==> src/rtl/intr_pkg.sv <==
package intr_pkg;

  // Count of fixed (non-interrupt) entries at the bottom of the vector table
  localparam int NUM_FIXED   = 9;
  localparam int OFF_NMI     = 0;
  localparam int OFF_GENERAL = 7;
  localparam int OFF_SYSCALL = 8;

  typedef struct packed {
    logic ie;
    logic priv;
  } stat_t;

  // Exception class to table offset; unknown classes fold into general
  function automatic logic [3:0] exc_offset(input logic [3:0] kind);
    if (kind >= 4'd1 && kind <= 4'(OFF_SYSCALL)) return kind;
    return 4'(OFF_GENERAL);
  endfunction

endpackage

==> src/rtl/intr_arbiter.sv <==
module intr_arbiter
  import intr_pkg::*;
#(
  parameter int INT_LINES = 7,
  parameter int EXT_VECS  = 64,
  parameter int OFF_W     = 7,
  parameter int VEC_W     = 6
) (
  input  logic                 nmi,
  input  logic                 exc_valid,
  input  logic [3:0]           exc_kind,
  input  logic [INT_LINES-1:0] irq_lines,
  input  logic                 ext_mode,
  input  logic                 ext_valid,
  input  logic [VEC_W-1:0]     ext_vec,
  input  logic                 sw_irq,
  input  logic                 ie,
  input  logic                 full,
  output logic                 take,
  output logic [OFF_W-1:0]     offset,
  output logic                 ext_ready
);

  localparam int IDX_W = (INT_LINES > 1) ? $clog2(INT_LINES) : 1;
  localparam logic [OFF_W-1:0] SW_OFF_INT = OFF_W'(NUM_FIXED + INT_LINES - 1);
  localparam logic [OFF_W-1:0] SW_OFF_EXT = OFF_W'(NUM_FIXED + EXT_VECS - 1);

  logic             irq_hit;
  logic [IDX_W-1:0] irq_idx;
  logic             hw_pend;
  logic             sw_pend;

  // lowest index wins: scan downward so the last match is the smallest
  always_comb begin
    irq_hit = 1'b0;
    irq_idx = '0;
    for (int i = INT_LINES - 1; i >= 0; i--) begin
      if (irq_lines[i]) begin
        irq_hit = 1'b1;
        irq_idx = IDX_W'(i);
      end
    end
  end

  assign hw_pend = ie && (ext_mode ? ext_valid : irq_hit);
  assign sw_pend = ie && sw_irq;
  assign take    = nmi || exc_valid || hw_pend || sw_pend;

  always_comb begin
    if (nmi)
      offset = OFF_W'(OFF_NMI);
    else if (exc_valid)
      offset = OFF_W'(exc_offset(exc_kind));
    else if (hw_pend && ext_mode)
      offset = OFF_W'(NUM_FIXED) + OFF_W'(ext_vec);
    else if (hw_pend)
      offset = OFF_W'(NUM_FIXED) + OFF_W'(irq_idx);
    else
      offset = ext_mode ? SW_OFF_EXT : SW_OFF_INT;
  end

  assign ext_ready = ext_mode && ext_valid && ie && !nmi && !exc_valid && !full;

endmodule

==> src/rtl/intr_level_stack.sv <==
module intr_level_stack
  import intr_pkg::*;
#(
  parameter int PC_W    = 32,
  parameter int MAX_LVL = 3,
  parameter int LVL_W   = 2
) (
  input  logic             clk,
  input  logic             rst_n,
  input  logic             take,
  input  logic             eret,
  input  logic [PC_W-1:0]  cur_pc,
  input  logic             stat_wr_en,
  input  logic             stat_wr_ie,
  input  logic             stat_wr_priv,
  output logic [LVL_W-1:0] level,
  output logic             ie,
  output logic             priv,
  output logic             full,
  output logic             do_entry,
  output logic             do_return,
  output logic [PC_W-1:0]  ret_pc,
  output logic             ovf
);

  logic [PC_W-1:0]  slot_pc   [MAX_LVL];
  stat_t            slot_stat [MAX_LVL];
  logic [LVL_W-1:0] ridx;
  stat_t            ret_stat;

  assign full      = (level == LVL_W'(MAX_LVL));
  assign do_entry  = take && !full;
  assign do_return = eret && !take && (level != '0);
  assign ridx      = level - LVL_W'(1);

  always_comb begin
    ret_pc   = '0;
    ret_stat = '0;
    for (int s = 0; s < MAX_LVL; s++) begin
      if (ridx == LVL_W'(s)) begin
        ret_pc   = slot_pc[s];
        ret_stat = slot_stat[s];
      end
    end
  end

  // one save slot per transition out of depth s
  for (genvar g = 0; g < MAX_LVL; g++) begin : g_slot
    always_ff @(posedge clk or negedge rst_n) begin
      if (!rst_n) begin
        slot_pc[g]   <= '0;
        slot_stat[g] <= '0;
      end else if (do_entry && level == LVL_W'(g)) begin
        slot_pc[g]   <= cur_pc;
        slot_stat[g] <= '{ie: ie, priv: priv};
      end
    end
  end

  always_ff @(posedge clk or negedge rst_n) begin
    if (!rst_n) begin
      level <= '0;
      ie    <= 1'b0;
      priv  <= 1'b1;
      ovf   <= 1'b0;
    end else begin
      if (take && full) ovf <= 1'b1;
      if (do_entry) begin
        level <= level + LVL_W'(1);
        ie    <= 1'b0;
        priv  <= 1'b1;
      end else if (do_return) begin
        level <= level - LVL_W'(1);
        ie    <= ret_stat.ie;
        priv  <= ret_stat.priv;
      end else if (stat_wr_en) begin
        ie    <= stat_wr_ie;
        priv  <= stat_wr_priv;
      end
    end
  end

  // entry masks interrupts and raises privilege
  p_entry_status_r2: assert property (@(posedge clk) disable iff (!rst_n)
    do_entry |=> (!ie && priv));

  // a blocked event leaves the depth untouched
  p_no_overflow_r9: assert property (@(posedge clk) disable iff (!rst_n)
    (take && full) |=> (ovf && $stable(level)));

  // overflow flag is sticky
  p_ovf_sticky_r9: assert property (@(posedge clk) disable iff (!rst_n)
    ovf |=> ovf);

  // return at depth 0 does nothing
  p_ret_idle_r11: assert property (@(posedge clk) disable iff (!rst_n)
    (eret && !take && level == '0) |=> (level == '0));

endmodule

==> src/rtl/intr_vec_gen.sv <==
module intr_vec_gen #(
  parameter int PC_W  = 32,
  parameter int OFF_W = 7
) (
  input  logic             clk,
  input  logic             rst_n,
  input  logic             do_entry,
  input  logic             do_return,
  input  logic [OFF_W-1:0] offset,
  input  logic [PC_W-1:0]  base,
  input  logic [1:0]       esz,
  input  logic [PC_W-1:0]  ret_pc,
  output logic             redirect,
  output logic [PC_W-1:0]  redirect_pc
);

  localparam int ALIGN = 16;

  logic [3:0]      shift;
  logic [PC_W-1:0] entry_addr;
  logic            unused_base_lo;

  assign unused_base_lo = ^base[ALIGN-1:0];
  assign shift      = 4'd2 + {1'b0, esz, 1'b0};
  // largest offset << 8 stays below 64 KB, so an OR of the fields is exact
  assign entry_addr = {base[PC_W-1:ALIGN], {ALIGN{1'b0}}}
                    | (PC_W'(offset) << shift);

  always_ff @(posedge clk or negedge rst_n) begin
    if (!rst_n) begin
      redirect    <= 1'b0;
      redirect_pc <= '0;
    end else begin
      redirect <= do_entry || do_return;
      if (do_entry)       redirect_pc <= entry_addr;
      else if (do_return) redirect_pc <= ret_pc;
    end
  end

  // entry address keeps the aligned base bits
  p_base_kept_r3: assert property (@(posedge clk) disable iff (!rst_n)
    do_entry |=> (redirect && redirect_pc[PC_W-1:ALIGN] == $past(base[PC_W-1:ALIGN])));

endmodule

==> src/rtl/intr_entry_ctrl.sv <==
module intr_entry_ctrl
  import intr_pkg::*;
#(
  parameter int PC_W      = 32,
  parameter int INT_LINES = 7,
  parameter int EXT_VECS  = 64,
  parameter int MAX_LVL   = 3
) (
  input  logic                     clk,
  input  logic                     rst_n,
  input  logic [PC_W-1:0]          cur_pc,
  input  logic [PC_W-1:0]          vec_base,
  input  logic [1:0]               esz,
  input  logic                     ext_mode,
  input  logic                     nmi,
  input  logic                     exc_valid,
  input  logic [3:0]               exc_kind,
  input  logic [INT_LINES-1:0]     irq_lines,
  input  logic                     ext_valid,
  input  logic [$clog2(EXT_VECS)-1:0] ext_vec,
  output logic                     ext_ready,
  input  logic                     sw_irq,
  input  logic                     eret,
  input  logic                     stat_wr_en,
  input  logic                     stat_wr_ie,
  input  logic                     stat_wr_priv,
  output logic                     redirect,
  output logic [PC_W-1:0]          redirect_pc,
  output logic [$clog2(MAX_LVL+1)-1:0] level,
  output logic                     ie_out,
  output logic                     priv_out,
  output logic                     overflow_err
);

  localparam int VEC_W = $clog2(EXT_VECS);
  localparam int LVL_W = $clog2(MAX_LVL + 1);
  localparam int OFF_W = $clog2(NUM_FIXED + EXT_VECS);

  logic             take;
  logic [OFF_W-1:0] offset;
  logic             full;
  logic             do_entry;
  logic             do_return;
  logic [PC_W-1:0]  ret_pc;

  intr_arbiter #(
    .INT_LINES(INT_LINES), .EXT_VECS(EXT_VECS), .OFF_W(OFF_W), .VEC_W(VEC_W)
  ) u_arb (
    .nmi       (nmi),
    .exc_valid (exc_valid),
    .exc_kind  (exc_kind),
    .irq_lines (irq_lines),
    .ext_mode  (ext_mode),
    .ext_valid (ext_valid),
    .ext_vec   (ext_vec),
    .sw_irq    (sw_irq),
    .ie        (ie_out),
    .full      (full),
    .take      (take),
    .offset    (offset),
    .ext_ready (ext_ready)
  );

  intr_level_stack #(
    .PC_W(PC_W), .MAX_LVL(MAX_LVL), .LVL_W(LVL_W)
  ) u_stack (
    .clk          (clk),
    .rst_n        (rst_n),
    .take         (take),
    .eret         (eret),
    .cur_pc       (cur_pc),
    .stat_wr_en   (stat_wr_en),
    .stat_wr_ie   (stat_wr_ie),
    .stat_wr_priv (stat_wr_priv),
    .level        (level),
    .ie           (ie_out),
    .priv         (priv_out),
    .full         (full),
    .do_entry     (do_entry),
    .do_return    (do_return),
    .ret_pc       (ret_pc),
    .ovf          (overflow_err)
  );

  intr_vec_gen #(
    .PC_W(PC_W), .OFF_W(OFF_W)
  ) u_vec (
    .clk         (clk),
    .rst_n       (rst_n),
    .do_entry    (do_entry),
    .do_return   (do_return),
    .offset      (offset),
    .base        (vec_base),
    .esz         (esz),
    .ret_pc      (ret_pc),
    .redirect    (redirect),
    .redirect_pc (redirect_pc)
  );

  // with interrupts masked only non-maskable sources or returns redirect
  p_mask_r8: assert property (@(posedge clk) disable iff (!rst_n)
    (!ie_out && !nmi && !exc_valid && !eret) |=> !redirect);

  // depth moves by at most one per cycle
  p_level_step_r2: assert property (@(posedge clk) disable iff (!rst_n)
    1'b1 |=> (level == $past(level) || level == $past(level) + LVL_W'(1)
              || level == $past(level) - LVL_W'(1)));

endmodule

==> config.mk <==
export PLATFORM = sky130hd
export DESIGN_NAME = intr_entry_ctrl
export DESIGN_NICKNAME = d
export VERILOG_FILES = /design/src/rtl/intr_pkg.sv /design/src/rtl/intr_arbiter.sv /design/src/rtl/intr_level_stack.sv /design/src/rtl/intr_vec_gen.sv /design/src/rtl/intr_entry_ctrl.sv
export SDC_FILE = /design/constraint.sdc
export NUM_CORES = 1
export LEC_CHECK = 0
export BUFFER_PORTS_ARGS = -buffer_cell sky130_fd_sc_hd__buf_4
export CAP_MARGIN = 5
export CORE_MARGIN = 10
export CORE_UTILIZATION = 35
export CTS_BUF_LIST = sky130_fd_sc_hd__clkbuf_8 sky130_fd_sc_hd__clkbuf_16
export DETAILED_ROUTE_END_ITERATION = 7
export HOLD_SLACK_MARGIN = 0.05
export SYNTH_ARGS = -nofsm -noshare
export SYNTH_HDL_FRONTEND = slang
export SYNTH_SLANG_ARGS = --single-unit
==> constraint.sdc <==
create_clock -name clk -period 2.63 [get_ports clk]
set_clock_uncertainty 0.05 [all_clocks]
set_input_delay 0.1315 -clock clk [delete_from_list [all_inputs] [get_ports clk]]
set_output_delay 0.1315 -clock clk [all_outputs]
set_load 0.05 [all_outputs]
==> run summary <==
TritonCTS Buffers -> 17
RSZ-0062 raised after global routing -> false
H-Tree Depth -> 4
Clock sink total -> 140
Layout net count -> 917
Comb pwr share -> 0.479
Post-place instance area -> 8420 um2
Port Buf Inserts -> 116
Die Span X -> 164 um
Slew Viols, Final -> 0
Count of final setup violators -> 0
Static Leak -> 4.16 nW
Startpoint Class -> register
Finished Cell Area -> 9450 um2
Clock Tree Root -> clkbuf_16
Arrival time worst endpoint -> 2630 ps
Clock Power Share -> 0.196
Most common library cell in the layout ignoring fill and taps -> buf_4
GRT Overall Usage -> 0.152
Slowest cell on the critical path -> and2_4
Reg2reg end -> u_stack.slot_pc[0]
Non-filler instance count after layout -> 1097
First-pass GRT wire length -> 32200 um
Switch share -> 0.396
Slew @ Worst Pin -> 728 ps
Met1 track demand over resource -> 0.209
Number of global-route vias before repair -> 5647
Placed insts -> 1019
Die Ht -> 164 um
Post-synth EDFFs -> 0
M2 GR Usage -> 0.232
Dominant synthesized flop cell -> dfrtp_1
CP Cell Sequence -> nor2b_1, o21ai_4, a21oi_2, and2_4, mux2_2
Util after Layout -> 0.464
Via/cell ratio -> 5.10
Worst-path maximum fanout -> 34
Total vias in the final route -> 5590
Worst R2R Setup Slack -> 260 ps
Setup Fix Bufs, Post-CTS -> 0
Mapped Avg Cell Area -> 11.2 um2
Grt ovf -> 0
DRC Markers -> 0
Syn Nets -> 755
Fin crit period -> 2370 ps
Register area share after synthesis -> 0.480
Final hold viol count -> 0
Initial antenna violation count -> 0
Share of cells above drive strength 1 -> 0.348
Internal -> 7.17 mW
Dpl hpwl -> 14600 um
Status -> finished, final reports clean
Worst skew pair latency -> 420 ps
Net switching power -> 4.70 mW
TritonCTS clock tree -> yes
M3 GR Usage -> 0.0325
Hold Crit Endpoint -> u_stack.ie
Boundary Pins -> 133
WS Path Type -> reg2reg
CTS clock-pin slew for the worst setup and hold paths -> 60 ps
Iteration-0 DRC count of the detailed router -> 504
Synthesized area -> 7290 um2
DR pass1 iterations -> 5
Syn Inst Count -> 652
Slowest cell delay on critical path -> 700 ps
CTS max path bufs -> 2
Die area -> 27000 um2
DRT antenna net count -> 0
Max Clock Freq -> 0.422 GHz
Critical path required time -> 2890 ps
GP Congestion -> 0.874
Register bit total from synthesis -> 140
R2R Path Start -> u_stack.ie
WL/cell -> 18.9 um
Rel. slew slack -> 0.515
Tcrit/Tclk final -> 0.902
Distinct cells, synth -> 60
Gates resized, CTS repair -> 0
Area Overhead vs Synth -> 29.6%
Hold Path Origin -> stat_wr_ie
Worst-case vdd ir drop -> 0.526 mV
Worst setup EP type -> register
Routed Wire Length -> 20700 um
GRT busiest layer -> met2
Cell row count -> 52
Starting Density -> 0.358
Largest net degree at the start of global routing -> 74
Antenna Cells -> 0
R2R cell count -> 5
CTS Hold Bufs -> 46
Total power -> 11.9 mW
Maxcap violations -> 0
Core region area -> 20400 um2
WHS Path Cells -> 4
Post-synth ARST share -> 1.00
Sequential share of power -> 0.325
Synth warn -> 0
Setup_tns -> 0 ps
Commonest cells after routing, fill and taps aside -> 140 x buf_4, 139 x dfrtp_1, 62 x nor2_1, 60 x mux2_4, 57 x nand2_1
HP Class -> in2reg
PD cells -> 1260 nW/um2
-- logic make-up (layout without fill, tap and decap cells) --
| group | Yosys count | after routing | share of synthesized area |
|---|---|---|---|
| flops | 140 | 140 | 0.480 |
| fa+ha+maj | 9 | 9 | 0.0154 |
| simple gates | 173 | 173 | 0.107 |
| mux | 110 | 110 | 0.200 |
| xor+xnor | 5 | 5 | 0.00600 |
| buf+inv | 57 | 232 | 0.0475 |
| compound gates | 158 | 158 | 0.144 |
-- sequential cells by signal, summed over array words and instances, names as in the netlist --
register and count:
u_stack.slot_stat 6, u_vec.redirect_pc 32, u_stack.ovf 1, u_stack.ie 1, u_stack.slot_pc 96, u_stack.priv 1, u_vec.redirect 1, u_stack.level 2
-- worst max-delay path, delay by kind of cell (launching register included) --
family	cells	cell delay, ps
compound gates	2	530
flops	1	330
simple gates	2	910
mux	1	400
-- layer usage --
layer  wire, um  vias up
met5          0        -
met4        327        0
met3       1080       22
met2       9360      127
met1       9920     2755
li1           -     2686
-- worst max path at each step --
stage	slack (ps)	cells after the start	start	end
floorplan	210	10	u_stack.level[1]	u_vec.redirect_pc[10]
global placement	70	10	irq_lines[3]	u_vec.redirect_pc[8]
detailed placement	60	10	irq_lines[3]	u_vec.redirect_pc[8]
CTS	260	5	u_stack.ie	u_stack.slot_pc[0]
global route	140	8	u_stack.level[1]	u_stack.priv
finish	260	5	u_stack.ie	u_stack.slot_pc[0]
-- Yosys cell counts, types with 4 or more instances --
| library cell | n | area, um2 |
|---|---|---|
| nand3_1 | 12 | 60.1 |
| nand2_1 | 57 | 214 |
| o32ai_1 | 4 | 35.0 |
| a221oi_1 | 4 | 35.0 |
| nor2_1 | 62 | 233 |
| a22o_1 | 5 | 43.8 |
| clkbuf_1 | 25 | 93.8 |
| mux2i_1 | 6 | 60.1 |
| inv_1 | 11 | 41.3 |
| buf_12 | 6 | 120 |
| nor3_1 | 10 | 50.1 |
| o22ai_1 | 17 | 106 |
| a22oi_1 | 14 | 105 |
| xnor2_1 | 4 | 35.0 |
| o211ai_1 | 7 | 52.6 |
| buf_2 | 7 | 35.0 |
| mux2_4 | 60 | 901 |
| a21oi_1 | 24 | 120 |
| a221o_1 | 4 | 40.0 |
| o22a_1 | 4 | 35.0 |
| mux2_2 | 44 | 495 |
| ha_1 | 9 | 113 |
| or3_1 | 7 | 43.8 |
| a31oi_1 | 6 | 37.5 |
| dfrtp_1 | 139 | 3480 |
| o21ai_0 | 44 | 220 |
| nor2b_1 | 5 | 31.3 |
-- final cells by class --
class | instances | area [um2]
tap | 270 | 338
multi-input combinational | 455 | 3450
sequential | 140 | 3500
fill | 1886 | 10900
timing repair buffer | 188 | 1540
clock buffer | 18 | 439
clock inverter | 14 | 131
inverter | 12 | 45.0
-- power by group through the flow --
stage	Sequential, mW	Clock (mW)	Combinational (mW)
floorplan	4.58	0	3.40
global placement	3.84	0	5.58
detailed placement	3.86	0	5.65
CTS	3.84	2.37	5.71
global route	3.98	2.46	6.07
finish	3.86	2.33	5.69
-- through the flow --
step,worst slack (ps),hold WS [ps]
2_1_floorplan,209,-214
3_3_place_gp,67.7,155
3_5_place_dp,55.4,156
4_1_cts,262,53.3
5_1_grt,144,83.8
6_report,259,70.1
No activity file was read; power rests on OpenSTA's default activity.
